`src/rtl/intld_pkg.sv`:
```
package intld_pkg;

  typedef enum logic [1:0] {
    ST_IDLE = 2'd0,
    ST_REQ  = 2'd1,
    ST_WAIT = 2'd2,
    ST_WB   = 2'd3
  } ldState_e;

  typedef struct packed {
    logic capOp;   // latch operation and effective address
    logic capRsp;  // latch memory response word
    logic wbEn;    // present register-file writes
  } ldCtrl_t;

endpackage

```
`src/rtl/intld_ctrl.sv`:
```
module intld_ctrl
  import intld_pkg::*;
(
  input  logic    clk,
  input  logic    rstN,
  input  logic    opValid,
  input  logic    memReqReady,
  input  logic    memRspValid,
  output ldCtrl_t ctrl,
  output logic    opReady,
  output logic    memReqValid,
  output logic    busy,
  output logic    done
);

  ldState_e state, stateNext;

  always_ff @(posedge clk) begin
    if (!rstN) state <= ST_IDLE;
    else       state <= stateNext;
  end

  always_comb begin
    stateNext = state;
    unique case (state)
      ST_IDLE: if (opValid)     stateNext = ST_REQ;
      ST_REQ:  if (memReqReady) stateNext = ST_WAIT;
      ST_WAIT: if (memRspValid) stateNext = ST_WB;
      ST_WB:                    stateNext = ST_IDLE;
      default:                  stateNext = ST_IDLE;
    endcase
  end

  always_comb begin
    ctrl        = '0;
    ctrl.capOp  = (state == ST_IDLE) && opValid;
    ctrl.capRsp = (state == ST_WAIT) && memRspValid;
    ctrl.wbEn   = (state == ST_WB);
  end

  assign opReady     = (state == ST_IDLE);
  assign memReqValid = (state == ST_REQ);
  assign busy        = (state != ST_IDLE);
  assign done        = (state == ST_WB);

endmodule

```
`src/rtl/intld_dpath.sv`:
```
module intld_dpath
  import intld_pkg::*;
#(
  parameter int XLEN   = 32,
  parameter int IDX_W  = 5,
  parameter int DISP_W = 16
) (
  input  logic             clk,
  input  logic             rstN,
  input  ldCtrl_t          ctrl,
  input  logic             opHalf,
  input  logic             opIndexed,
  input  logic             opUpdate,
  input  logic [IDX_W-1:0] opIdxA,
  input  logic [IDX_W-1:0] opIdxD,
  input  logic [XLEN-1:0]  opValA,
  input  logic [XLEN-1:0]  opValB,
  input  logic [DISP_W-1:0] opDisp,
  input  logic [XLEN-1:0]  memRspData,
  output logic [XLEN-1:0]  memAddr,
  output logic             wrDEn,
  output logic [IDX_W-1:0] wrDIdx,
  output logic [XLEN-1:0]  wrDData,
  output logic             wrAEn,
  output logic [IDX_W-1:0] wrAIdx,
  output logic [XLEN-1:0]  wrAData
);

  localparam int LANES  = XLEN / 8;
  localparam int HALVES = LANES / 2;
  localparam int LSEL_W = $clog2(LANES);
  localparam int HSEL_W = (HALVES > 1) ? $clog2(HALVES) : 1;

  logic             halfQ, updateQ;
  logic [IDX_W-1:0] idxAQ, idxDQ;
  logic [XLEN-1:0]  eaQ, wordQ;

  logic [XLEN-1:0] baseVal, offsetVal, eaNext;

  always_comb begin
    baseVal   = (opIdxA == '0) ? '0 : opValA;
    offsetVal = opIndexed ? opValB
                          : {{(XLEN-DISP_W){opDisp[DISP_W-1]}}, opDisp};
    eaNext    = baseVal + offsetVal;
  end

  always_ff @(posedge clk) begin
    if (!rstN) begin
      halfQ   <= 1'b0;
      updateQ <= 1'b0;
      idxAQ   <= '0;
      idxDQ   <= '0;
      eaQ     <= '0;
      wordQ   <= '0;
    end else begin
      if (ctrl.capOp) begin
        halfQ   <= opHalf;
        updateQ <= opUpdate;
        idxAQ   <= opIdxA;
        idxDQ   <= opIdxD;
        eaQ     <= eaNext;
      end
      if (ctrl.capRsp) wordQ <= memRspData;
    end
  end

  // big-endian lane split: lane 0 is the most significant byte
  logic [7:0]  byteLane [LANES];
  logic [15:0] halfLane [HALVES];

  for (genvar i = 0; i < LANES; i++) begin : g_byte
    assign byteLane[i] = wordQ[XLEN-1-8*i -: 8];
  end
  for (genvar j = 0; j < HALVES; j++) begin : g_half
    assign halfLane[j] = wordQ[XLEN-1-16*j -: 16];
  end

  logic [LSEL_W-1:0] byteSel;
  logic [HSEL_W-1:0] halfSel;
  logic [7:0]        byteVal;
  logic [15:0]       halfVal;

  always_comb begin
    byteSel = eaQ[LSEL_W-1:0];
    halfSel = HSEL_W'(eaQ[LSEL_W-1:1]);
    byteVal = byteLane[byteSel];
    halfVal = halfLane[halfSel];
  end

  logic idxClash;
  assign idxClash = (idxAQ == idxDQ);

  assign memAddr = {eaQ[XLEN-1:LSEL_W], {LSEL_W{1'b0}}};
  assign wrDEn   = ctrl.wbEn;
  assign wrDIdx  = idxDQ;
  assign wrDData = halfQ ? {{(XLEN-16){1'b0}}, halfVal}
                         : {{(XLEN-8){1'b0}}, byteVal};
  assign wrAEn   = ctrl.wbEn && updateQ && !idxClash;
  assign wrAIdx  = idxAQ;
  assign wrAData = eaQ;

endmodule

```
`src/rtl/intld_unit.sv`:
```
module intld_unit
  import intld_pkg::*;
#(
  parameter int XLEN   = 32,
  parameter int IDX_W  = 5,
  parameter int DISP_W = 16
) (
  input  logic              clk,
  input  logic              rstN,
  input  logic              opValid,
  output logic              opReady,
  input  logic              opHalf,
  input  logic              opIndexed,
  input  logic              opUpdate,
  input  logic [IDX_W-1:0]  opIdxA,
  input  logic [IDX_W-1:0]  opIdxD,
  input  logic [XLEN-1:0]   opValA,
  input  logic [XLEN-1:0]   opValB,
  input  logic [DISP_W-1:0] opDisp,
  output logic              memReqValid,
  input  logic              memReqReady,
  output logic [XLEN-1:0]   memAddr,
  input  logic              memRspValid,
  input  logic [XLEN-1:0]   memRspData,
  output logic              wrDEn,
  output logic [IDX_W-1:0]  wrDIdx,
  output logic [XLEN-1:0]   wrDData,
  output logic              wrAEn,
  output logic [IDX_W-1:0]  wrAIdx,
  output logic [XLEN-1:0]   wrAData,
  output logic              busy,
  output logic              done
);

  ldCtrl_t ctrl;

  intld_ctrl u_ctrl (
    .clk         (clk),
    .rstN        (rstN),
    .opValid     (opValid),
    .memReqReady (memReqReady),
    .memRspValid (memRspValid),
    .ctrl        (ctrl),
    .opReady     (opReady),
    .memReqValid (memReqValid),
    .busy        (busy),
    .done        (done)
  );

  intld_dpath #(
    .XLEN   (XLEN),
    .IDX_W  (IDX_W),
    .DISP_W (DISP_W)
  ) u_dpath (
    .clk        (clk),
    .rstN       (rstN),
    .ctrl       (ctrl),
    .opHalf     (opHalf),
    .opIndexed  (opIndexed),
    .opUpdate   (opUpdate),
    .opIdxA     (opIdxA),
    .opIdxD     (opIdxD),
    .opValA     (opValA),
    .opValB     (opValB),
    .opDisp     (opDisp),
    .memRspData (memRspData),
    .memAddr    (memAddr),
    .wrDEn      (wrDEn),
    .wrDIdx     (wrDIdx),
    .wrDData    (wrDData),
    .wrAEn      (wrAEn),
    .wrAIdx     (wrAIdx),
    .wrAData    (wrAData)
  );

endmodule

```
`config.mk`:
```
export PLATFORM = sky130hd
export DESIGN_NAME = intld_unit
export DESIGN_NICKNAME = d
export VERILOG_FILES = /design/src/rtl/intld_pkg.sv /design/src/rtl/intld_ctrl.sv /design/src/rtl/intld_dpath.sv /design/src/rtl/intld_unit.sv
export SDC_FILE = /design/constraint.sdc
export NUM_CORES = 1
export LEC_CHECK = 0
export ABC_CLOCK_PERIOD_IN_PS = 4700
export CAP_MARGIN = 20
export CORE_ASPECT_RATIO = 0.75
export CORE_MARGIN = 2
export CORE_UTILIZATION = 47
export CTS_CLUSTER_SIZE = 28
export DETAILED_ROUTE_END_ITERATION = 16
export DONT_BUFFER_PORTS = 1
export SLEW_MARGIN = 0
export SYNTH_ARGS = -nofsm -noshare
export SYNTH_HDL_FRONTEND = slang
export SYNTH_HIERARCHICAL = 1
export SYNTH_SLANG_ARGS = --single-unit
```
`constraint.sdc`:
```
create_clock -name clk -period 4.7 [get_ports clk]
set_clock_uncertainty 0.1 [all_clocks]
set_input_delay 0.235 -clock clk [delete_from_list [all_inputs] [get_ports clk]]
set_output_delay 0.235 -clock clk [all_outputs]
set_load 0.02 [all_outputs]
```
* Yosys cells after proc, flatten, opt, wreduce, memory -nomap -nowiden
Index checks and enable logic that the tools add are counted.
** Word-level totals
- Register bits after elaboration :: 78
- Output and inout bits :: 112
- Word-level logic and storage cells :: 41
** Operators by class
- Add/subtract/negate cells :: 1
- $lt $le $gt $ge :: 2
- Equal/unequal tests :: 7
- Multiplexer cells :: 13
- Bitwise gates (word level) :: 2
- Reduce and logical (&&, ||, !) cells :: 9
** Operators by type and width (number)
- 16-bit 2-to-1 mux :: 4
- 32-bit 2-to-1 mux :: 2
- 32-bit adder :: 1
- 8-bit binary-select mux with 2-bit select :: 1
- 8-bit 2-to-1 mux :: 2
- 2-bit case mux with 4 select lines :: 1
- 2-bit 2-to-1 mux :: 3
- 5-bit equality test :: 1
- 5-bit zero test :: 1
- 2-bit equality test (second input constant) :: 2
- 1-bit logical AND :: 4
- 2-bit inequality test (second input constant) :: 2
- 3-bit >= comparator (second input constant) :: 1
- 2-bit inverter with 3-bit output :: 1
- 3-bit AND reduction :: 1
- 2-bit by 1-bit equality test with 1-bit output (second input constant) :: 1
- 2-bit >= comparator (second input constant) :: 1
- 2-bit zero test :: 1
- 2-bit by 1-bit inequality test with 1-bit output (second input constant) :: 1
- 1-bit inverter with 2-bit output :: 1
- 2-bit nonzero test :: 1
- 1-bit zero test :: 1

* Logic depth before layout (Yosys ltp)
Gate-level depths: netlist of the first run.
- Depth after elaboration :: 5
- Mapped depth :: 15
- Gate-level depth less buffers :: 13

* By module
Netlist of the first run, hierarchy kept.
** By module, submodules not included
- intld_dpath :: instances 1, cells each 706, area each 5995.8 um2
- intld_ctrl :: instances 1, cells each 23, area each 190.2 um2

* Least setup slack after synthesis of the first run
Ideal clock, no wire load.
- Path kind :: input-to-reg
- From :: input port opIdxA[0]
- To :: register u_dpath.eaQ[24], in the netlist u_dpath/wrAData[24]
- Data arrival time :: 3.459 ns
- Path slack :: 1.062 ns
- Stages :: 14
- Buffers on the path :: 1
- Path through :: or4_1 > nor2_1 > clkbuf_1 > nor2b_1 > ha_1 > fa_1 > a21o_1 > nand4_1 > nand2_2 > a221oi_4 > o31ai_4 > a221o_1 > a211o_1 > o211ai_1
** Between the ends
- Cells in the longest elaborated chain, start to end :: 3
** Ends and longest elaborated chain
- start, declared :: RTL line intld_unit.sv:15 : input logic [IDX_W-1:0] opIdxA,
- 5-bit zero test :: RTL line intld_dpath.sv:41 : baseVal = (opIdxA == '0) ? '0 : opValA;
- 32-bit 2-to-1 mux :: RTL line intld_dpath.sv:41
- 32-bit adder :: RTL line intld_dpath.sv:44 : eaNext = baseVal + offsetVal;
- end signal, assigned :: RTL line intld_dpath.sv:61 : eaQ <= eaNext;
- end, declared :: RTL line intld_dpath.sv:36 : logic [XLEN-1:0] eaQ, wordQ;
Every way passes these cells.
A chain may end at the register's enable or synchronous reset.

* Worst setup path after layout of the first run
- From :: input port opIdxA[0]
- To :: register u_dpath.eaQ[28], in the netlist u_dpath/wrAData[28]
The elaborated chain is that of the path after synthesis.

==> reports/qor.csv, run 1 <==
stage,metric,value,unit
sta,# setup viols final,0,
floorplanning,# IOs,242,
cells_and_area,Ant. Diodes,0,
floorplanning,Initial Util,47.9,%
pwr,peak supply drop,0.304,mV
clocking,CTS tree,done,
placement,port bufs,0,
clocking,clock root buffer,clkbuf_16,
grt,initial antenna violation count,1,
floorplanning,die area,14100,um2
worst_hold_path,min-delay worst type,in -> reg,
synth,Synth Area per Inst,8.49,um2
grt,first-pass GRT wire length,24600,um
pwr,total leakage power,2.66,nW
sta,Final Cycle Share,76.2,%
synth,Seq cells post-synth,78,
grt,grt met2 use,36.1,%
floorplanning,Core ar.,12900,um2
setup_path,critical path class,in -> reg,
clocking,clock sink total,78,
setup_path,r2r endpoint,u_dpath/wrDIdx[2],
grt,largest net degree at the start of global routing,78,
route,drt via density,5.60,
cells_and_area,area grow syn2layout,8.84,%
route,WL/cell,18.6,um
pwr,PD cells,423,nW/um2
sta,Fmax,279,MHz
worst_hold_path,HP Start,opIdxA[2],
sta,Worst Tran Pin Value,1.02,ns
worst_hold_path,Worst Hold Path EP,u_dpath/wrAIdx[2],
setup_path,flop-to-flop setup slack,1.53,ns
setup_path,CP endpoint kind,register,
sta,minimum clock period,3.58,ns
grt,vias in the first global route,4738,
sta,Fin Setup TNS,0,ns
clocking,CTS clock-pin slew for the worst setup and hold paths,0.07,ns
clocking,total CTS buffers,9,
sta,RSZ-0062 raised after global routing,no,
cells_and_area,Post-layout nets,878,
synth,cell count after synthesis,729,
grt,global router's overall resource usage,22.5,%
clocking,Clock Tree Buf Depth,2,
setup_path,Reg2Reg Depth,8,
synth,"Seq/Total Area, Yosys",25.2,%
route,first-pass iteration count of the detailed router,5,
worst_hold_path,worst hold stages,2,
clocking,post_cts resized,0,
route,routed wire length,16500,um
setup_path,CP max FO,30,
placement,Final HPWL DP,12000,um
floorplanning,Die H,103,um
grt,met3 GRT Util,6.09,%
route,"antenna viol nets, final",0,
synth,ys async rst share,0,%
synth,synthesized area,6190,um2
sta,final worst slack,1.12,ns
clocking,worst skew pair latency,0.34,ns
sta,Slew HR,32.0,%
grt,grt total ovfl,0,
placement,global placement routability congestion,0.934,
job,Max-cap violations,0,
sta,Final Max Tran Viols,0,
floorplanning,row count,36,
route,drt first-iter violations,204,
grt,Top Usage Layer GRT,met2,
synth,synth warn,6,
grt,met1 global-route usage,29.6,%
setup_path,reg2reg start,u_ctrl/state[0],
run_status,outcome,"complete, no violations",
route,via count,4968,
synth,Post-synth EDFFs,0,
setup_path,Worst setup SP type,primary input,
sta,"Hold Violations, Final",0,
setup_path,Worst EP arrival,3.73,ns
clocking,# Post-CTS Setup Buffers,0,
synth,top_reg_cell synth,dfxtp_1,
cells_and_area,filler instances,1223,
clocking,H-tree depth,3,
setup_path,"Req. time, crit path",4.84,ns
route,Remaining DRCs,0,
synth,count of cell types in the netlist,66,
cells_and_area,layout cells sized above 1,8.24,%
floorplanning,die width,136,um
placement,pre-CTS setup slack,0.792,ns
[placed cells by master, fill, tap and decap left out, drive strengths merged, types with 3 or more instances in the layout]
cell         instances
ha                  36
nand2               72
mux2                15
buf                  4
a21boi               3
o21ai               25
inv                 21
o211ai              10
nand4               10
clkinv               3
nand3               11
o21a                 4
nor3                 4
mux4                 8
conb                18
dlygate4sd3         42
clkinvlp             3
xnor2               12
o2111ai              4
a211oi               3
nand3b               3
a21oi               44
nor3b                3
and3                 4
nor2b              103
mux2i               75
clkbuf               9
o21bai               5
a31oi                5
a21o                12
xor2                12
nor2                25
dfxtp               78
[report_power, final]
group | total (mW) | switching, mW | internal [mW]
logic | 1.01 | 0.576 | 0.437
clock network | 0.733 | 0.315 | 0.418
registers | 1.10 | 0.315 | 0.786
total | 2.85 | 1.21 | 1.64
[Yosys cell counts, drive strengths merged (2+ instances only)]
| master | n | share of area [%] |
|---|---|---|
| dfxtp | 78 | 25 |
| o2111ai | 4 | 0.67 |
| clkinv | 2 | 0.12 |
| xnor2 | 12 | 1.7 |
| buf | 59 | 6.7 |
| o21ai | 25 | 2.0 |
| nor3b | 3 | 0.36 |
| a21oi | 44 | 3.9 |
| a311o | 2 | 0.32 |
| inv | 19 | 1.2 |
| a221o | 2 | 0.32 |
| nand4 | 10 | 1.0 |
| a221oi | 2 | 0.57 |
| clkbuf | 33 | 2.0 |
| a211o | 2 | 0.28 |
| mux4 | 8 | 2.9 |
| o31ai | 2 | 0.47 |
| and2 | 2 | 0.22 |
| nand2 | 72 | 4.4 |
| o21a | 4 | 0.49 |
| or3 | 2 | 0.20 |
| nand2b | 2 | 0.20 |
| nor3 | 4 | 0.32 |
| mux2 | 15 | 2.7 |
| nand3b | 3 | 0.36 |
| ha | 36 | 7.3 |
| a21o | 12 | 1.5 |
| xor2 | 12 | 1.7 |
| a31oi | 5 | 0.51 |
| o21bai | 5 | 0.61 |
| a21boi | 3 | 0.42 |
| mux2i | 75 | 12 |
| o211ai | 10 | 1.3 |
| o311ai | 2 | 0.28 |
| and3 | 4 | 0.40 |
| nor2 | 25 | 1.5 |
| nand3 | 11 | 0.89 |
| a211oi | 3 | 0.53 |
| nor2b | 103 | 10 |
[cells by family after synthesis]
family,count (synthesis),synth area share (%)
simple gates,246,21.0
xor+xnor,24,3.40
flops,78,25.2
buf+inv,113,9.97
other cells,1,0.0606
fa+ha+maj,37,7.61
mux,98,17.8
compound gates,132,14.9
[worst max-delay path, cell delays in order]
cell	delay (ns)
or4_1	0.58
nor2_2	0.14
buf_4	0.33
nor2b_1	0.14
fa_1	0.49
a21o_1	0.22
nand4_1	0.11
nand2_2	0.11
a221oi_4	0.42
o31ai_4	0.16
a221oi_1	0.43
o311ai_0	0.22
o311ai_1	0.12
[flip-flops by register name (all words and copies together) (netlist names)]
name,flops
u_dpath/byteLane,32
u_dpath/wrAData,32
u_dpath/wrAIdx,5
u_dpath/wrDIdx,5
u_ctrl/state,2
u_dpath/halfQ,1
u_dpath/updateQ,1
[routing by layer]
| metal | part of all wire, % | up-vias | wire, um |
|---|---|---|---|
| met5 | 0 | - | 0 |
| met4 | 1.7 | 0 | 274 |
| met3 | 6.3 | 21 | 1040 |
| met2 | 46 | 192 | 7570 |
| met1 | 46 | 2307 | 7660 |
| li1 | - | 2448 | - |
[per-stage QoR]
| step | hold slack, ns | util [%] | instances | power (mW) | area (um2) |
|---|---|---|---|---|---|
| after floorplan | 0.281 | - | 746 | 1.97 | 6250 |
| after CTS | 0.00437 | 51.9 | 886 | 2.85 | 6710 |
| after detailed placement | 0.276 | 46.0 | 827 | 2.07 | 5950 |
| final | 0.0220 | 52.1 | 887 | 2.85 | 6730 |
| after global routing | 0.0224 | 52.1 | 887 | 3.01 | 6730 |
| after global placement | 0.272 | 46.0 | 827 | 2.04 | 5950 |
[timing repair]
action | CTS | global route
endpoints found under the setup margin | 0 | 0
hold endpoints to repair | 72 | 0
hold buffers | 43 | 0
[final cells by class]
type | count | area [um2] | share of cell area (%)
clock buffers | 9 | 225 | 3.35
clock inverters | 7 | 81.3 | 1.21
inverters | 21 | 78.8 | 1.17
multi-input cells | 555 | 4080 | 60.6
flip-flops and latches | 78 | 1560 | 23.2
well taps | 171 | 214 | 3.18
repair buffers | 46 | 490 | 7.28
[worst max path at each step]
| stage | start | depth (start not counted) | slack [ns] | to |
|---|---|---|---|---|
| after global routing | opIdxA[0] | 13 | 0.98 | u_dpath/wrAData[28] |
| after detailed placement | opIdxA[0] | 13 | 0.79 | u_dpath/wrAData[28] |
| final | opIdxA[0] | 13 | 1.12 | u_dpath/wrAData[28] |
| after global placement | opIdxA[0] | 13 | 0.94 | u_dpath/wrAData[28] |
| after CTS | opIdxA[0] | 13 | 1.13 | u_dpath/wrAData[28] |
| after floorplan | opIdxA[0] | 14 | 1.06 | u_dpath/wrAData[24] |
Power figures use the tool's default switching activity.
==> run 2, diff against run 1 <==
--- a/config.mk
+++ b/config.mk
@@ -5,7 +5,7 @@
 export SDC_FILE = /design/constraint.sdc
 export NUM_CORES = 1
 export LEC_CHECK = 0
-export ABC_CLOCK_PERIOD_IN_PS = 4700
+export ABC_CLOCK_PERIOD_IN_PS = 3220
 export CAP_MARGIN = 20
 export CORE_ASPECT_RATIO = 0.75
 export CORE_MARGIN = 2
==> constraint.sdc (replaced) <==
create_clock -name clk -period 3.22 [get_ports clk]
set_clock_uncertainty 0.1 [all_clocks]
set_input_delay 0.161 -clock clk [delete_from_list [all_inputs] [get_ports clk]]
set_output_delay 0.161 -clock clk [all_outputs]
set_load 0.02 [all_outputs]
==> run 2 against run 1 <==
Compared with the run above: critical path depth stayed put; clock power is 56% higher; global-route usage is 1.1 points higher; sequential power is 46% higher; hold slack better by 0.0036 ns; worst setup slack worse by 0.90 ns; register-to-register slack worse by 0.91 ns; routed wire length is 0.96% higher; combinational power is 58% higher; utilization is 4.4 points higher; non-clock buffer count is 71 higher; cell area is 8.4% higher; largest power group unchanged.
==> reports/qor.csv, run 2 (same netlist as run 1, synthesis figures left out) <==
stage,metric,value,unit
worst_hold_path,min-delay worst type,in -> reg,
grt,first-pass GRT wire length,26000,um
route,drt first-iter violations,168,
placement,pre-CTS setup slack,-0.202,ns
pwr,PD cells,596,nW/um2
clocking,CTS clock-pin slew for the worst setup and hold paths,0.07,ns
placement,Final HPWL DP,12600,um
cells_and_area,area grow syn2layout,18.0,%
route,via count,5215,
clocking,worst skew pair latency,0.34,ns
sta,Fin Hold WS,0.0257,ns
setup_path,"Req. time, crit path",3.34,ns
clocking,clock root buffer,clkbuf_16,
placement,global placement routability congestion,0.885,
grt,global router's overall resource usage,23.6,%
floorplanning,row count,36,
floorplanning,Initial Util,47.9,%
worst_hold_path,worst hold stages,3,
setup_path,Worst EP arrival,3.12,ns
pwr,power consumption,4.35,mW
setup_path,Reg2Reg Depth,8,
floorplanning,die area,14100,um2
route,first-pass iteration count of the detailed router,4,
pwr,peak supply drop,0.398,mV
setup_path,CP max FO,5,
cells_and_area,final core occ,56.5,%
worst_hold_path,HP Start,rstN,
floorplanning,die width,136,um
clocking,# Post-CTS Setup Buffers,0,
clocking,Clock Tree Buf Depth,2,
route,Remaining DRCs,0,
sta,# setup viols final,0,
sta,"Hold Violations, Final",0,
setup_path,reg2reg start,u_ctrl/state[0],
grt,vias in the first global route,5110,
cells_and_area,layout cells sized above 1,16.6,%
floorplanning,Die H,103,um
setup_path,critical path class,in -> reg,
run_status,outcome,"complete, no violations",
grt,initial antenna violation count,0,
cells_and_area,"commonest non-fill, non-tap cell in the layout",nor2b_1,
sta,Final Cycle Share,93.3,%
worst_hold_path,Worst Hold Path EP,u_dpath/wrAData[31],
floorplanning,# IOs,242,
clocking,clock sink total,78,
sta,Final Max Tran Viols,0,
route,"antenna viol nets, final",0,
sta,Worst Tran Pin Value,1.02,ns
cells_and_area,Ant. Diodes,0,
route,routed wire length,16700,um
floorplanning,Core ar.,12900,um2
pwr,total leakage power,3.01,nW
cells_and_area,Post-layout nets,949,
route,drt via density,5.44,
sta,RSZ-0062 raised after global routing,no,
route,WL/cell,17.4,um
setup_path,CP endpoint kind,register,
grt,grt total ovfl,0,
clocking,H-tree depth,3,
sta,final worst slack,0.216,ns
grt,largest net degree at the start of global routing,79,
placement,port bufs,0,
cells_and_area,most frequent cells in the layout,"nor2b_1 (103), dfxtp_1 (78), mux2i_1 (75), nand2_1 (71), buf_4 (71)",
placement,Placed Cells,897,
setup_path,flop-to-flop setup slack,0.62,ns
cells_and_area,Layout Cells excl Fill,958,
job,Max-cap violations,0,
setup_path,r2r endpoint,u_dpath/wrAIdx[0],
setup_path,Worst setup SP type,primary input,
sta,Slew HR,32.0,%
clocking,CTS tree,done,
sta,Fmax,333,MHz
cells_and_area,filler instances,1177,
sta,minimum clock period,3.00,ns
clocking,total CTS buffers,9,
run 2: worst max path at each step:
stage / endpoint / startpoint / slack, ns
floorplan: u_dpath/wrAData[24] / opIdxA[3] / -0.0001
global placement: u_dpath/wrAData[30] / opIdxA[3] / -0.15
detailed placement: u_dpath/wrAData[30] / opIdxA[3] / -0.20
CTS: u_dpath/wrAData[30] / opIdxA[3] / 0.15
global route: u_dpath/wrAData[29] / opIdxA[3] / 0.01
finish: u_dpath/wrAData[17] / opIdxA[3] / 0.22
run 2: metrics by stage:
step           instance area, um2    TNS, ns
3_5_place_dp                 6500      -1.56
6_report                     7300          0
5_1_grt                      7300          0
2_1_floorplan                6280  -0.000125
3_3_place_gp                 6500     -0.659
4_1_cts                      7300          0
run 2: cell type report:
| type | count | area [um2] | area share (%) |
|---|---|---|---|
| Multi-Input combinational cell | 555 | 4100 | 56.1 |
| Sequential cell | 78 | 1560 | 21.4 |
| Timing Repair Buffer | 117 | 1020 | 14.0 |
| Clock buffer | 9 | 225 | 3.09 |
| Tap cell | 171 | 214 | 2.93 |
| Clock inverter | 7 | 103 | 1.41 |
| Inverter | 21 | 78.8 | 1.08 |
run 2: repair_timing:
action,4_1_cts,5_1_grt
hold endpoints to repair,72,0
resized for setup,0,1
endpoints found under the setup margin,0,1
hold buffers,45,0
run 2: critical path, stage by stage:
cell      delay, ns
or4_4          0.55
nor2_4         0.25
nor2b_1        0.12
ha_1           0.33
a211o_1        0.29
a211oi_2       0.31
nor4b_1        0.12
a211oi_2       0.42
buf_4          0.21
nor2_1         0.04
nor2_1         0.11
xnor2_1        0.13
o21ai_1        0.07
run 2: routing by layer:
| layer | vias to the layer above | part of all wire (%) | global-route usage (%) |
|---|---|---|---|
| met2 | 177 | 46 | 38.3 |
| met5 | - | 0 | 0 |
| met1 | 2433 | 45 | 30.4 |
| met4 | 0 | 1.7 | 7.13 |
| met3 | 19 | 7.4 | 7.16 |
| li1 | 2586 | - | - |
run 2: where the power goes:
group	internal (mW)	leakage, nW	switching, mW
Sequential	1.15	0.637	0.461
Combinational	0.748	2.22	0.856
Clock	0.689	0.157	0.450
Total	2.58	3.01	1.77
==> run 3, diff against run 2 <==
--- a/config.mk
+++ b/config.mk
@@ -6,15 +6,14 @@
 export NUM_CORES = 1
 export LEC_CHECK = 0
 export ABC_CLOCK_PERIOD_IN_PS = 3220
+export BUFFER_PORTS_ARGS = -buffer_cell sky130_fd_sc_hd__buf_4
 export CAP_MARGIN = 20
 export CORE_ASPECT_RATIO = 0.75
 export CORE_MARGIN = 2
-export CORE_UTILIZATION = 47
-export CTS_CLUSTER_SIZE = 28
+export CORE_UTILIZATION = 45
 export DETAILED_ROUTE_END_ITERATION = 16
-export DONT_BUFFER_PORTS = 1
+export PLACE_DENSITY = 0.78
 export SLEW_MARGIN = 0
 export SYNTH_ARGS = -nofsm -noshare
 export SYNTH_HDL_FRONTEND = slang
-export SYNTH_HIERARCHICAL = 1
 export SYNTH_SLANG_ARGS = --single-unit
==> run 3 against run 2 <==
Compared with the run above: sequential power fell by 16%; clock power shrank 11%; largest cell class unchanged; flip-flop and latch count is the same; critical path depth stayed put; die area is 4.5% higher; first-iteration DRC count rose to 2.5 times the previous value; hold slack worse by 0.023 ns; register-to-register slack better by 0.08 ns.
==> reports/qor.csv, run 3 <==
stage,metric,value,unit
run_status,outcome,"complete, no violations",
job,Max-cap violations,0,
grt,met1 global-route usage,37.3,%
synth,Synth Area per Inst,7.75,um2
pwr,peak supply drop,0.378,mV
cells_and_area,most frequent cells in the layout,"buf_4 (293), nand2_1 (179), dfxtp_1 (78), a21boi_0 (47), nor2b_1 (41)",
clocking,Clock Tree Buf Depth,2,
pwr,share of power burned in registers,28.9,%
floorplanning,# IOs,242,
setup_path,Worst setup SP type,primary input,
route,via count,6651,
setup_path,reg2reg start,u_ctrl.state[0],
worst_hold_path,worst hold stages,3,
grt,met3 GRT Util,4.77,%
sta,Final Cycle Share,94.4,%
sta,Slew HR,45.8,%
setup_path,Reg2Reg Depth,8,
cells_and_area,Layout Cells excl Fill,1242,
pwr,combinational group share of total power,49.6,%
pwr,total leakage power,4.01,nW
grt,global router's overall resource usage,27.1,%
synth,"Seq/Total Area, Yosys",25.2,%
route,drt via density,5.36,
sta,# setup viols final,0,
pwr,P_int,2.74,mW
pwr,power consumption,4.70,mW
worst_hold_path,Worst Hold Path EP,u_dpath.byteLane[21],
route,WL/cell,16.5,um
sta,Fmax,329,MHz
synth,Synth top area share,25.2,%
cells_and_area,"commonest non-fill, non-tap cell in the layout",buf_4,
synth,top_reg_cell synth,dfxtp_1,
setup_path,r2r endpoint,u_dpath.wrAData[29],
pwr,PD cells,534,nW/um2
synth,ys async rst share,0,%
clocking,CTS tree,done,
worst_hold_path,HP Start,memRspData[21],
synth,top post-synthesis cells by area,"dfxtp_1 (25%), nand2_1 (11%), ha_1 (7.1%)",
sta,"Hold Violations, Final",0,
pwr,clock share of power,21.4,%
clocking,worst skew pair latency,0.33,ns
synth,most common cell in the synthesized netlist,nand2_1,
floorplanning,Initial Util,45.7,%
setup_path,CP max FO,13,
sta,Worst Tran Pin Value,0.812,ns
floorplanning,row count,37,
grt,grt met2 use,43.1,%
worst_hold_path,min-delay worst type,in -> reg,
setup_path,Setup crit start,opIdxA[1],
clocking,H-tree depth,3,
cells_and_area,layout cells sized above 1,33.2,%
clocking,clock root buffer,clkbuf_16,
clocking,total CTS buffers,9,
setup_path,Worst EP arrival,3.17,ns
synth,count of cell types in the netlist,68,
synth,Synth top cells by count,"nand2_1 (179), dfxtp_1 (78), buf_4 (49), a21boi_0 (47), nor2b_1 (41)",
cells_and_area,filler instances,1180,
setup_path,flop-to-flop setup slack,0.70,ns
cells_and_area,Final Instance Area,8790,um2
cells_and_area,Post-layout nets,1228,
synth,cell count after synthesis,800,
sta,Final Max Tran Viols,0,
grt,initial antenna violation count,0,
placement,global placement routability congestion,0.995,
floorplanning,die width,140,um
cells_and_area,Ant. Diodes,0,
pwr,switching share of power,41.8,%
floorplanning,Die H,106,um
placement,Final HPWL DP,15700,um
synth,synthesized area,6200,um2
placement,post-place instance area,8140,um2
cells_and_area,area grow syn2layout,41.9,%
route,Remaining DRCs,0,
synth,synth warn,0,
grt,largest net degree at the start of global routing,65,
route,"antenna viol nets, final",0,
clocking,CTS clock-pin slew for the worst setup and hold paths,0.07,ns
route,drt first-iter violations,421,
setup_path,CP endpoint kind,register,
clocking,clock sink total,78,
sta,Fin Hold WS,0.00229,ns
pwr,net switching power,1.96,mW
floorplanning,Core ar.,13600,um2
placement,Placed Cells,1190,
placement,port bufs,223,
grt,Top Usage Layer GRT,met2,
synth,Post-synth EDFFs,0,
sta,RSZ-0062 raised after global routing,no,
setup_path,"Req. time, crit path",3.35,ns
floorplanning,die area,14700,um2
grt,first-pass GRT wire length,32400,um
sta,minimum clock period,3.04,ns
grt,grt total ovfl,0,
route,first-pass iteration count of the detailed router,5,
route,routed wire length,20500,um
grt,vias in the first global route,6379,
synth,Seq cells post-synth,78,
setup_path,critical path class,in -> reg,
synth,post-synth top area cell,dfxtp_1,
[run 3: changes by cell type after synthesis, moves of 5 or more]
cell,change
a211oi_1,+9
a21boi_0,+45
a21oi_1,-13
and2_1,+8
buf_1,-5
clkbuf_1,+6
inv_1,-8
mux2i_1,-63
nand2_1,+108
nand3_1,+8
nor2b_1,-62
nor4_1,+5
o21ai_0,+9
[run 3: repair_timing]
item	4_1_cts	5_1_grt
hold endpoints to repair	36	0
endpoints found under the setup margin	0	1
buffers inserted	0	0
hold buffers	36	0
resized for setup	0	1
[run 3: power by group through the flow]
stage | Clock, mW | Sequential, mW | Combinational [mW]
2_1_floorplan | 0 | 1.46 | 1.37
3_3_place_gp | 0 | 1.37 | 2.25
3_5_place_dp | 0 | 1.37 | 2.28
4_1_cts | 1.02 | 1.35 | 2.32
5_1_grt | 1.06 | 1.38 | 2.52
6_report | 1.01 | 1.36 | 2.33
[run 3: metrics by stage]
step                worst slack [ns]  setup TNS [ns]  util, %
floorplan                     0.0216               0        -
global placement             -0.0447          -0.172     60.0
detailed placement            -0.138          -0.376     60.0
CTS                            0.170               0     64.8
global route                  0.0317               0     64.8
finish                         0.181               0     64.8
[run 3: cells by family after synthesis]
logic type	synth area share, %
mux	7.57
other cells	0.0605
fa+ha+maj	7.39
simple gates	25.0
compound gates	22.0
buf+inv	9.91
flops	25.2
xor+xnor	2.83
[run 3: cell type report]
cell class                 count  area [um2]  share of cell area [%]
multi-input combinational    632        4110                    46.7
sequential                    78        1560                    17.8
inverter                      11        41.3                   0.469
tap                          175         219                    2.49
clock inverter                 7        62.6                   0.711
timing repair buffer         330        2580                    29.3
clock buffer                   9         225                    2.56
[run 3: worst max-delay path: stages]
cell	delay, ns
buf_4	0.11
or4_4	0.55
nor2_4	0.14
buf_4	0.22
buf_12	0.15
nor2b_1	0.05
ha_1	0.40
nand2_1	0.18
nor4_2	0.33
a22oi_2	0.10
a311oi_1	0.39
o21ai_1	0.11
a32o_1	0.27
[run 3: worst max-delay path by stage]
stage | endpoint | slack (ns) | cells past startpoint
floorplan | u_dpath.wrAData[18] | 0.02 | 12
global placement | u_dpath.wrAData[30] | -0.04 | 15
detailed placement | u_dpath.wrAData[23] | -0.14 | 13
CTS | u_dpath.wrAData[23] | 0.17 | 13
global route | u_dpath.wrAData[23] | 0.03 | 13
finish | u_dpath.wrAData[23] | 0.18 | 13
[run 3: layer usage]
| metal | vias up | share of wire [%] |
|---|---|---|
| met4 | 0 | 2.1 |
| met2 | 263 | 45 |
| met1 | 3086 | 46 |
| met3 | 33 | 6.7 |
| met5 | - | 0 |
| li1 | 3269 | - |
